===== src/rtl/serial_tx_pkg.sv =====
package serial_tx_pkg;

   typedef enum logic [2:0] {
      ST_IDLE,
      ST_START,
      ST_DATA,
      ST_PAR,
      ST_STOP
   } tx_state_e;

   typedef struct packed {
      logic [1:0] rate;
      logic       par_en;
      logic       par_odd;
      logic [1:0] stop;
   } tx_mode_t;

   localparam logic [1:0] STOP_SYNC = 2'b00;
   localparam logic [1:0] STOP_ONE  = 2'b01;
   localparam logic [1:0] STOP_HALF = 2'b10;
   localparam logic [1:0] STOP_TWO  = 2'b11;

endpackage


===== src/rtl/tx_len_table.sv =====
module tx_len_table #(
   parameter int MUL_LO  = 16,
   parameter int MUL_MID = 32,
   parameter int MUL_HI  = 64,
   parameter int CNT_W   = 8
) (
   input  logic [1:0]       rate,
   input  logic [1:0]       stop,
   output logic [CNT_W-1:0] bit_len,
   output logic [CNT_W-1:0] stop_len
);
   import serial_tx_pkg::*;

   logic [CNT_W-1:0] mul_tab [4];

   for (genvar i = 0; i < 4; i++) begin : g_tab
      localparam int MULV = (i == 0) ? 1 : (i == 1) ? MUL_LO : (i == 2) ? MUL_MID : MUL_HI;
      assign mul_tab[i] = CNT_W'(MULV);
   end

   assign bit_len = mul_tab[rate];

   always_comb begin
      unique case (stop)
         STOP_HALF: stop_len = (bit_len == CNT_W'(1)) ? CNT_W'(2)
                                                      : bit_len + (bit_len >> 1);
         STOP_TWO:  stop_len = bit_len << 1;
         default:   stop_len = bit_len;
      endcase
   end

endmodule


===== src/rtl/tx_bit_timer.sv =====
module tx_bit_timer #(
   parameter int CNT_W = 8
) (
   input  logic             clk,
   input  logic             rst_n,
   input  logic             load,
   input  logic [CNT_W-1:0] len,
   output logic             last
);
   logic [CNT_W-1:0] cnt;

   always_ff @(posedge clk) begin
      if (!rst_n)           cnt <= '0;
      else if (load)        cnt <= len - CNT_W'(1);
      else if (cnt != '0)   cnt <= cnt - CNT_W'(1);
   end

   assign last = (cnt == '0);

   // a loaded period counts down from its length
   p_reload_r3: assert property (@(posedge clk) disable iff (!rst_n)
      load |=> (cnt == $past(len) - CNT_W'(1)));

   // no load means the count only moves down
   p_countdown_r3: assert property (@(posedge clk) disable iff (!rst_n)
      (!load && cnt != '0) |=> (cnt == $past(cnt) - CNT_W'(1)));

endmodule


===== src/rtl/serial_char_tx.sv =====
module serial_char_tx #(
   parameter int DATA_W  = 8,
   parameter int MUL_LO  = 16,
   parameter int MUL_MID = 32,
   parameter int MUL_HI  = 64
) (
   input  logic              clk,
   input  logic              rst_n,
   input  logic [1:0]        cfg_rate,
   input  logic              cfg_par_en,
   input  logic              cfg_par_odd,
   input  logic [1:0]        cfg_stop,
   input  logic              in_valid,
   input  logic [DATA_W-1:0] in_data,
   output logic              in_ready,
   output logic              tx_line,
   output logic              busy
);
   import serial_tx_pkg::*;

   localparam int MAX_MUL  = (MUL_HI > MUL_MID) ? ((MUL_HI > MUL_LO) ? MUL_HI : MUL_LO)
                                                : ((MUL_MID > MUL_LO) ? MUL_MID : MUL_LO);
   localparam int CNT_W    = $clog2(2 * MAX_MUL + 1);
   localparam int IDX_W    = $clog2(DATA_W);
   localparam logic [IDX_W-1:0] LAST_IDX = IDX_W'(DATA_W - 1);

   if (DATA_W < 2) begin : g_bad_width
      $error("serial_char_tx: DATA_W must be at least 2");
   end
   if (MUL_LO < 2 || MUL_MID < 2 || MUL_HI < 2) begin : g_bad_mul
      $error("serial_char_tx: multipliers must be at least 2");
   end
   if ((MUL_LO % 2) != 0 || (MUL_MID % 2) != 0 || (MUL_HI % 2) != 0) begin : g_odd_mul
      $error("serial_char_tx: multipliers must be even for half stop bits");
   end

   tx_state_e         state, state_d;
   tx_mode_t          mode_q, mode_in, mode_sel;
   logic [DATA_W-1:0] shreg;
   logic [IDX_W-1:0]  bit_idx;
   logic              par_q;
   logic              accept, t_load, t_last;
   logic [CNT_W-1:0]  t_len, bit_len, stop_len;

   assign mode_in  = '{rate: cfg_rate, par_en: cfg_par_en, par_odd: cfg_par_odd, stop: cfg_stop};
   assign in_ready = (state == ST_IDLE) && (cfg_stop != STOP_SYNC);
   assign busy     = (state != ST_IDLE);
   assign accept   = in_valid && in_ready;
   assign mode_sel = accept ? mode_in : mode_q;

   tx_len_table #(
      .MUL_LO (MUL_LO),
      .MUL_MID(MUL_MID),
      .MUL_HI (MUL_HI),
      .CNT_W  (CNT_W)
   ) u_len (
      .rate    (mode_sel.rate),
      .stop    (mode_sel.stop),
      .bit_len (bit_len),
      .stop_len(stop_len)
   );

   tx_bit_timer #(.CNT_W(CNT_W)) u_timer (
      .clk  (clk),
      .rst_n(rst_n),
      .load (t_load),
      .len  (t_len),
      .last (t_last)
   );

   always_comb begin
      state_d = state;
      t_load  = 1'b0;
      t_len   = bit_len;
      unique case (state)
         ST_IDLE: if (accept) begin
            state_d = ST_START;
            t_load  = 1'b1;
         end
         ST_START: if (t_last) begin
            state_d = ST_DATA;
            t_load  = 1'b1;
         end
         ST_DATA: if (t_last) begin
            t_load = 1'b1;
            if (bit_idx == LAST_IDX) begin
               if (mode_q.par_en) begin
                  state_d = ST_PAR;
               end else begin
                  state_d = ST_STOP;
                  t_len   = stop_len;
               end
            end
         end
         ST_PAR: if (t_last) begin
            state_d = ST_STOP;
            t_load  = 1'b1;
            t_len   = stop_len;
         end
         ST_STOP: if (t_last) state_d = ST_IDLE;
         default: state_d = ST_IDLE;
      endcase
   end

   always_ff @(posedge clk) begin
      if (!rst_n) begin
         state   <= ST_IDLE;
         mode_q  <= '0;
         shreg   <= '0;
         bit_idx <= '0;
         par_q   <= 1'b0;
      end else begin
         state <= state_d;
         if (accept) begin
            mode_q  <= mode_in;
            shreg   <= in_data;
            bit_idx <= '0;
            par_q   <= (^in_data) ^ cfg_par_odd;
         end else if (state == ST_DATA && t_last && bit_idx != LAST_IDX) begin
            shreg   <= shreg >> 1;
            bit_idx <= bit_idx + IDX_W'(1);
         end
      end
   end

   always_comb begin
      unique case (state)
         ST_START: tx_line = 1'b0;
         ST_DATA:  tx_line = shreg[0];
         ST_PAR:   tx_line = par_q;
         default:  tx_line = 1'b1;
      endcase
   end

   // ready and busy never overlap
   p_ready_idle_r8: assert property (@(posedge clk) disable iff (!rst_n)
      in_ready |-> !busy);

   // synchronous idle keeps the line high and refuses characters
   p_sync_hold_r6: assert property (@(posedge clk) disable iff (!rst_n)
      (cfg_stop == STOP_SYNC && !busy) |-> (tx_line && !in_ready));

   // an accepted character opens with a low start bit
   p_start_low_r2: assert property (@(posedge clk) disable iff (!rst_n)
      (in_valid && in_ready) |=> (!tx_line && busy));

   // with no frame in progress the line is high
   p_idle_high_r1: assert property (@(posedge clk) disable iff (!rst_n)
      !busy |-> tx_line);

   // without a valid, an idle block stays idle
   p_no_spurious_r9: assert property (@(posedge clk) disable iff (!rst_n)
      (!busy && !in_valid) |=> !busy);

endmodule


===== config.mk =====
export PLATFORM = sky130hd
export DESIGN_NAME = serial_char_tx
export DESIGN_NICKNAME = d
export VERILOG_FILES = /design/src/rtl/serial_tx_pkg.sv /design/src/rtl/tx_len_table.sv /design/src/rtl/tx_bit_timer.sv /design/src/rtl/serial_char_tx.sv
export SDC_FILE = /design/constraint.sdc
export NUM_CORES = 1
export LEC_CHECK = 0
export ABC_CLOCK_PERIOD_IN_PS = 6350
export CORE_MARGIN = 2
export CORE_UTILIZATION = 51
export CTS_CLUSTER_DIAMETER = 60
export DETAILED_ROUTE_END_ITERATION = 10
export PLACE_DENSITY_LB_ADDON = 0.12
export SYNTH_ARGS = -nofsm -noshare
export SYNTH_HDL_FRONTEND = slang
export SYNTH_SLANG_ARGS = --single-unit

===== constraint.sdc =====
create_clock -name clk -period 6.35 [get_ports clk]
set_clock_uncertainty 0.05 [all_clocks]
set_input_delay 0.635 -clock clk [delete_from_list [all_inputs] [get_ports clk]]
set_output_delay 0.635 -clock clk [all_outputs]
set_load 0.005 [all_outputs]

==> metrics, run 1 <==
worst path bufs/invs=3; Final setup viols=0; Max Cap Viol=0; crit path launch type=input pin; Final WS setup=2830 ps; Synth Area per Inst=8.56 µm²; post-synthesis sequential area ratio=0.316; die width=62.9 µm; P per Cell Area=338 nW/µm²; r2r setup slk=2980 ps; vias in the first global route=1494; Clock Tree Buf Depth=2; CTS tree=done; RSZ-0062 raised after global routing=no; initial antenna violation count=0; Main synth FF type=dfxtp_1; crit-path leading delay family=buffers and inverters; drt first pass iters=4; Top-Level Pins=20; gr usage total=0.213; final hold violations=0; Slew @ Worst Pin=685 ps; Synth-to-Final Area Change=13.8%; 1st-iter DRT viols=135; Max Clk Rate=284 MHz; layout cell share with drive strength beyond 1=0.0950; count of cell types in the netlist=55; Vias/cell=5.64; Starting Density=0.531; Seq cells post-synth=28; cell area after layout=2020 µm²; Synth Instances=207; Max IR drop VDD=153 µV; pre-CTS setup slack=2490 ps; Setup crit start=in_valid; Post-Layout Cell Count=267; mapped cell area=1770 µm²; post-DP HPWL=2.98 mm; Required @ worst endpoint=6570 ps; most numerous cell on the critical path=mux2i_1; row count=21; Overflow after GRT=0; commonest non-fill, non-tap cells in the layout=dfxtp_1, nor2_1, clkdlybuf4s50_1; ANT cells=0; top cell type by total area after synthesis=dfxtp_1; die height=62.9 µm; Pleak=0.786 nW; Rel. slew slack=0.542; final period utilization=0.555; Placer Congestion=0.860; number of flops mapped to enable cells by yosys=0; Crit path largest cell delay=480 ps; CP Class=in -> reg; IO buf count=19; hold_buf cts=0; CP Max Fanout=20; async set-or-reset flop fraction in the synthesized netlist=0; Clk Latency, worst-skew pair=330 ps; nets=248; crit-path cells=clkdlybuf4s50_1 -> nor4b_4 -> o21ai_1 -> buf_4 -> mux2i_1 -> inv_1 -> ha_1 -> nor2_1 -> a32oi_1 -> a21oi_1 -> nor4b_2 -> mux2i_1; DRC errors left=0; H-tree level count=1; Slowest cell on crit path=clkdlybuf4s50_1; via count=1506; Root Driver=clkbuf_4; commonest non-fill, non-tap cell in the layout=dfxtp_1; Layout Utilization=0.604; largest net degree at the start of global routing=21; Worst-path clk slew=140 ps; Critical Path AT=3740 ps; post-CTS setup buffers=0; first-pass GRT wire length=6.80 mm; Hold WC Path Type=reg -> reg; share of the synthesized area in the top cell type=0.316; Placed Cells=263; Ys Warns=0; drt total wl=3.89 mm; syn_nets=233; Core Box Area=3340 µm²; Worst Setup End Kind=register; post_cts resized=0; setup_tns=0 ps; Clock Sinks=28; per-cell routed wire length=14.6 µm; Die Footprint=3960 µm²; fill cell count=307; Hold Startpoint=shreg[2]; Slew Limit Fails=0; largest cells by area after synthesis=dfxtp_1, ha_1, nor2_1; status=complete, no violations; CTS Buf Count=3; dpl cell area=1980 µm²; Critical R2R Launch=state[2]; Antenna Violating Nets Remaining=0; crit path time final=3520 ps
final cells by class:
| type | instances | area [µm²] | share of cell area |
|---|---|---|---|
| clock buffer | 4 | 36.3 | 0.0180 |
| inverter | 9 | 33.8 | 0.0167 |
| multi-input combinational | 160 | 1130 | 0.561 |
| sequential | 28 | 561 | 0.278 |
| tap | 46 | 57.6 | 0.0285 |
| timing repair buffer | 20 | 198 | 0.0980 |
cell usage after synthesis (all sizes together) (2+ instances only):
cell type and n:
nand2 16, o221ai 7, o21ai 17, and2 5, nor4b 2, nor2 26, nand3 3, a21oi 9
xor2 2, nor2b 6, a31oi 5, nor3b 2, a21boi 4, xnor2 8, a21o 3, nand2b 2
mux2i 4, nand3b 2, dfxtp 28, inv 9, nor3 3, ha 9, o32a 2, a211oi 2
and3 2, buf 3, clkbuf 7, nor4 3
sequential cells by signal, indices dropped and copies added, names as in the netlist:
name         cells
state            3
mode_q           5
par_q            1
bit_idx          3
shreg            8
u_timer.cnt      8
power by group:
part / switching (W) / internal, W
registers: 0.0000363 / 0.000213
logic: 0.000183 / 0.000160
clock network: 0.0000535 / 0.0000351
path summary, 6_finish.rpt:
| kind | to | depth (start not counted) |
|---|---|---|
| worst min register to register | shreg[2] | 2 |
| worst min-delay path | shreg[2] | 2 |
| worst max-delay path | u_timer.cnt[7] | 12 |
| worst max register to register | u_timer.cnt[7] | 11 |
metal layers:
| layer | vias up | wire length [µm] | GRT usage |
|---|---|---|---|
| li1 | 777 | - | - |
| met1 | 701 | 1760 | 0.269 |
| met2 | 22 | 1970 | 0.374 |
| met3 | 6 | 122 | 0.0306 |
| met4 | 0 | 46 | 0.0611 |
| met5 | - | 0 | 0 |
metrics by stage:
step / hold slack, ps / total power, W
final: 442 / 0.000681
after global routing: 473 / 0.000736
after CTS: 445 / 0.000684
after detailed placement: 412 / 0.000594
after global placement: 404 / 0.000582
after floorplan: 390 / 0.000511
tightest hold or removal path, delay by kind of cell, from the launching register on:
| kind | cells | cell delay (ps) |
|---|---|---|
| flops | 1 | 360 |
| simple gates | 2 | 120 |
cells by family after synthesis:
family / Yosys count / share of synthesized area
mux: 5 / 0.0290
simple gates: 77 / 0.261
fa+ha+maj: 9 / 0.0636
buf+inv: 19 / 0.0452
flops: 28 / 0.316
compound gates: 59 / 0.235
xor+xnor: 10 / 0.0494
No activity file was read; power rests on OpenSTA's default activity.
==> inputs of run 2 (changes only) <==
Settings changed: ABC_CLOCK_PERIOD_IN_PS 6350 to 3700.
Clock period 6.35 ns to 3.7 ns, I/O delays scaled along.
==> run 2 against run 1 <==
Against the previous run: sequential share of layout area barely moved; power increased by 68%; utilization is essentially flat; die area is the same; critical path type is now reg -> reg; clock power up 39%.
==> metrics, run 2 (synthesized netlist as in run 1, its figures left out) <==
status=complete, no violations; final hold violations=0 (unchanged); CP Class=reg -> reg; drt first pass iters=4 (unchanged); Overflow after GRT=0 (unchanged); P_sw=0.000461 W (+69%); Setup crit start=state[0]; Root Driver=clkbuf_4; most numerous cell on the critical path=ha_1; Clock power frac=0.108 (-0.022); switch share=0.404 (+0.00333); Hold Crit Depth=2 (unchanged); drt total wl=3.80 mm (-2.4%); Max IR drop VDD=284 µV (+86%); via count=1547 (+2.7%); crit path capture=u_timer.cnt[6]; layout cell share with drive strength beyond 1=0.0991 (+0.00408); r2r setup slk=460 ps (-2520 ps); Core Box Area=3340 µm² (unchanged); Slowest cell on crit path=dfxtp_1; Reg power frac=0.371 (+0.005); combinational share of power=0.522 (+0.018); Synth-to-Final Area Change=13.9% (about the same); post-CTS setup buffers=0 (unchanged); CP Max Fanout=14 (-30%); crit-path leading delay family=simple AND/OR/NAND/NOR gates; Rel. slew slack=0.579 (+0.0372); vias in the first global route=1550 (+3.7%); per-cell routed wire length=14.2 µm (-2.8%); Max Cap Viol=0 (unchanged); Antenna Violating Nets Remaining=0 (unchanged); DRC errors left=0 (unchanged); initial antenna violation count=0 (unchanged); Slew @ Worst Pin=630 ps (-55.6 ps); RSZ-0062 raised after global routing=no; worst path bufs/invs=1 (-2); 1st-iter DRT viols=56 (-59%); crit path time final=3240 ps; post_cts resized=0 (unchanged); gr usage total=0.201 (-0.0115); crit-path cells=nor4b_4 -> o21ai_1 -> mux2_2 -> inv_1 -> ha_1 -> nor3_1 -> o211a_1 -> a21oi_1 -> ha_1 -> and3_4 -> and4_1 -> nor3_2; commonest non-fill, non-tap cells in the layout=dfxtp_1, nor2_1, clkdlybuf4s50_1; P per Cell Area=566 nW/µm² (+68%); post-DP HPWL=2.95 mm (-1.1%); Worst Setup End Kind=register; Clock Sinks=28 (unchanged); H-tree level count=1 (unchanged); first-pass GRT wire length=6.56 mm (-3.6%); ANT cells=0 (unchanged); Clk Latency, worst-skew pair=320 ps (about the same); IO buf count=19 (unchanged); Critical R2R Launch=state[0]; die width=62.9 µm (unchanged); row count=21 (unchanged); CTS tree=done; Final WS setup=456 ps (-2370 ps); Placer Congestion=0.824 (-4.2%); Internal Pwr Total=0.000680 W (+67%); FF-to-FF path depth=12 (+1); Required @ worst endpoint=3910 ps (-2660 ps); Critical Path AT=3450 ps (-290 ps); nets=250 (+0.81%); Vias/cell=5.77 (+2.3%); Worst path depth=12 (unchanged); Slew Limit Fails=0 (unchanged); crit path launch type=register; fill cell count=323 (+5.2%); Worst-path clk slew=140 ps (about the same); biggest regs=shreg (8), u_timer.cnt (8), mode_q (5); RR Endpoint=u_timer.cnt[6]; Die Footprint=3960 µm² (unchanged); Clock Tree Buf Depth=2 (unchanged); Hold WC Path Type=reg -> reg; hold_buf cts=0 (unchanged); largest net degree at the start of global routing=21 (unchanged); final period utilization=0.877; Crit path largest cell delay=480 ps (about the same); Pleak=0.789 nW (+0.47%); FF/Latch Area=561 µm² (unchanged); multi-input logic area=1130 µm² (unchanged); pre-CTS setup slack=214 ps (-2280 ps); Top-Level Pins=20 (unchanged); Starting Density=0.531 (unchanged); Hold Startpoint=shreg[0]; Final setup viols=0 (unchanged); die height=62.9 µm (unchanged); commonest non-fill, non-tap cell in the layout=dfxtp_1; setup_tns=0 ps (unchanged); CTS Buf Count=3 (unchanged); Max Clk Rate=308 MHz
[run 2: worst min-delay path by stage]
| stage | endpoint | slack [ps] |
|---|---|---|
| 3_3_place_gp | shreg[6] | 400 |
| 2_1_floorplan | shreg[0] | 390 |
| 6_report | shreg[0] | 440 |
| 4_1_cts | shreg[0] | 440 |
| 5_1_grt | shreg[7] | 480 |
| 3_5_place_dp | shreg[0] | 420 |
[run 2: metal layers]
metal	vias up	GRT usage	wire, µm
li1	773	-	-
met1	744	0.237	1730
met2	26	0.367	1920
met3	4	0.0234	101
met4	0	0.0806	47
met5	-	0	0
[run 2: cell type report]
class,count,share of cell area
multi-input combinational,160,0.560
sequential,28,0.278
timing repair buffer,22,0.105
tap,46,0.0285
inverter,9,0.0167
clock buffer,3,0.0112
[run 2: per-stage QoR]
step	utilization	hold WS, ps	power (W)	cells	area (µm²)
after detailed placement	0.598	419	0.00102	265	2000
final	0.605	443	0.00114	268	2020
after global placement	0.598	404	0.00100	265	2000
after floorplan	-	390	0.000877	207	1770
after CTS	0.605	442	0.00115	268	2020
after global routing	0.605	478	0.00124	268	2020
[run 2: power by group through the flow]
stage	Combinational (W)	Clock, W	Sequential [W]
floorplan	0.000469	0	0.000408
global route	0.000668	0.000142	0.000431
finish	0.000595	0.000123	0.000423
detailed placement	0.000592	0	0.000430
CTS	0.000596	0.000130	0.000423
global placement	0.000577	0	0.000427
[run 2: worst register-to-register path, cell delays in order, from the launching register on]
cell and delay [ps]:
dfxtp_1 480, nor4b_4 440, o21ai_1 230, mux2_2 340, inv_1 90, ha_1 210, nor3_1 280, o211a_1 260
a21oi_1 60, ha_1 250, and3_4 170, and4_1 200, nor3_2 140
==> inputs of run 3 (changes only) <==
Settings changed: ABC_CLOCK_PERIOD_IN_PS 3700 to not set, SETUP_SLACK_MARGIN set to 0.5.
Clock period 3.7 ns to 3.6 ns, I/O delays scaled along.
==> run 3 against run 2 <==
Against the previous run: die area stayed put; register-to-register slack better by 240 ps; via count hardly changed; critical path depth is 1 higher; first-iteration DRC count is 7.1% higher; power is 11% higher; global-route usage is 1.2 points higher; cell count is 1.1% higher; routed wire length is 4.6% higher; hold slack worse by 13 ps.
==> metrics, run 3 (synthesized netlist as in run 1, its figures left out) <==
status=complete, no violations; fill cell count=310 (-4.0%); row count=21 (unchanged); initial antenna violation count=0 (unchanged); Worst-path clk slew=150 ps (about the same); largest net degree at the start of global routing=21 (unchanged); Slew Limit Fails=0 (unchanged); Core Box Area=3340 µm² (unchanged); CTS tree=done; Overflow after GRT=0 (unchanged); Die Footprint=3960 µm² (unchanged); switch share=0.382 (-0.0216); final period utilization=0.813; Top-Level Pins=20 (unchanged); biggest regs=shreg (8), u_timer.cnt (8), mode_q (5); 1st-iter DRT viols=60 (+7.1%); Antenna Violating Nets Remaining=0 (unchanged); commonest non-fill, non-tap cells in the layout=dfxtp_1, nor2_1, clkdlybuf4s50_1; final hold violations=0 (unchanged); first-pass GRT wire length=6.87 mm (+4.7%); P per Cell Area=611 nW/µm² (+8.0%); CTS Buf Count=3 (unchanged); IO buf count=19 (unchanged); post-DP HPWL=3.00 mm (+2.0%); RSZ-0062 raised after global routing=no; die width=62.9 µm (unchanged); Clock Sinks=28 (unchanged); Placer Congestion=0.860 (+4.4%); Clock power frac=0.163 (+0.055); drt first pass iters=4 (unchanged); Clk Latency, worst-skew pair=330 ps (about the same); combinational share of power=0.493 (-0.029); Internal Pwr Total=0.000785 W (+15%); Final setup viols=0 (unchanged); Hold WC Path Type=reg -> reg; Rel. slew slack=0.626 (+0.0476); Vias/cell=5.70 (-1.2%); Root Driver=clkbuf_4; Reg power frac=0.344 (-0.027); crit path launch type=input pin; via count=1546 (-0.065%); Critical Path AT=3090 ps (-360 ps); cell area after layout=2080 µm² (+3.0%); CP Max Fanout=6 (-8); Worst Setup End Kind=register; Max Cap Viol=0 (unchanged); CP Class=in -> reg; Clock Tree Buf Depth=2 (unchanged); H-tree level count=1 (unchanged); Max IR drop VDD=271 µV (-4.5%); P_sw=0.000485 W (+5.3%); Max Clk Rate=342 MHz; nets=252 (+0.80%); gr usage total=0.214 (+0.0122); Hold WS=429 ps (-13.3 ps); commonest non-fill, non-tap cell in the layout=dfxtp_1; Slew @ Worst Pin=557 ps (-73.1 ps); ANT cells=0 (unchanged); DRC errors left=0 (unchanged); drt total wl=3.97 mm (+4.6%); Starting Density=0.531 (unchanged); die height=62.9 µm (unchanged); vias in the first global route=1566 (+1.0%); FF/Latch Area=564 µm² (+0.67%); dpl cell area=2000 µm² (+0.38%); Pleak=0.813 nW (+3.0%); Synth-to-Final Area Change=17.4%; setup_tns=0 ps (unchanged); layout cell share with drive strength beyond 1=0.129 (+0.0298); multi-input logic area=1140 µm² (+1.1%); Required @ worst endpoint=3770 ps (-140 ps); crit path time final=2930 ps; per-cell routed wire length=14.7 µm (+3.5%)
-- run 3: worst paths after layout --
| kind | from | endpoint | slack, ps | depth (start not counted) |
|---|---|---|---|---|
| worst max-delay path | in_valid | u_timer.cnt[6] | 670 | 13 |
| worst min register to register | shreg[0] | shreg[0] | 430 | 2 |
| worst min-delay path | shreg[0] | shreg[0] | 430 | 2 |
| worst max register to register | state[0] | u_timer.cnt[6] | 700 | 12 |
-- run 3: area by class of cell --
| cell class | count | share of cell area |
|---|---|---|
| Clock inverter | 1 | 0.0144 |
| Multi-Input combinational cell | 160 | 0.550 |
| Timing Repair Buffer | 24 | 0.110 |
| Sequential cell | 28 | 0.271 |
| Inverter | 9 | 0.0162 |
| Tap cell | 46 | 0.0277 |
| Clock buffer | 3 | 0.0108 |
-- run 3: layer usage --
layer	global-route usage	routed length, µm	up-vias
li1	-	-	783
met1	0.261	1720	742
met2	0.398	2110	19
met3	0.0198	119	2
met4	0.0528	22	0
met5	0	0	-
-- run 3: power by group through the flow --
stage	Sequential (W)	Combinational (W)	Clock, W
after detailed placement	0.000441	0.000613	0
after CTS	0.000434	0.000623	0.000211
after floorplan	0.000419	0.000482	0
final	0.000437	0.000626	0.000207
after global routing	0.000446	0.000706	0.000222
after global placement	0.000439	0.000594	0
-- run 3: stage by stage --
| stage | power (W) | worst slack [ps] | utilization | cells |
|---|---|---|---|---|
| 6_report | 0.00127 | 674 | 0.623 | 271 |
| 5_1_grt | 0.00137 | 532 | 0.623 | 271 |
| 4_1_cts | 0.00127 | 512 | 0.618 | 271 |
| 3_5_place_dp | 0.00105 | 88.1 | 0.600 | 266 |
| 3_3_place_gp | 0.00103 | 232 | 0.600 | 266 |
| 2_1_floorplan | 0.000902 | 720 | - | 207 |
-- run 3: worst max-delay path, cell delays in order --
cell and delay (ps):
clkdlybuf4s50_1 490, nor4b_4 250, o21ai_2 140, mux2_2 350, inv_1 120, ha_1 180
nor3_2 60, o211a_1 260, a21oi_1 190, ha_1 230, and3_4 210, and4_1 200
nor3_2 50
-- run 3: what timing repair did --
action / 4_1_cts / 5_1_grt
gates resized for setup: 0 / 5
hold buffers: 0 / 0
buffers inserted: 1 / 0
setup endpoints to repair: 4 / 5
pin swaps: 1 / 1
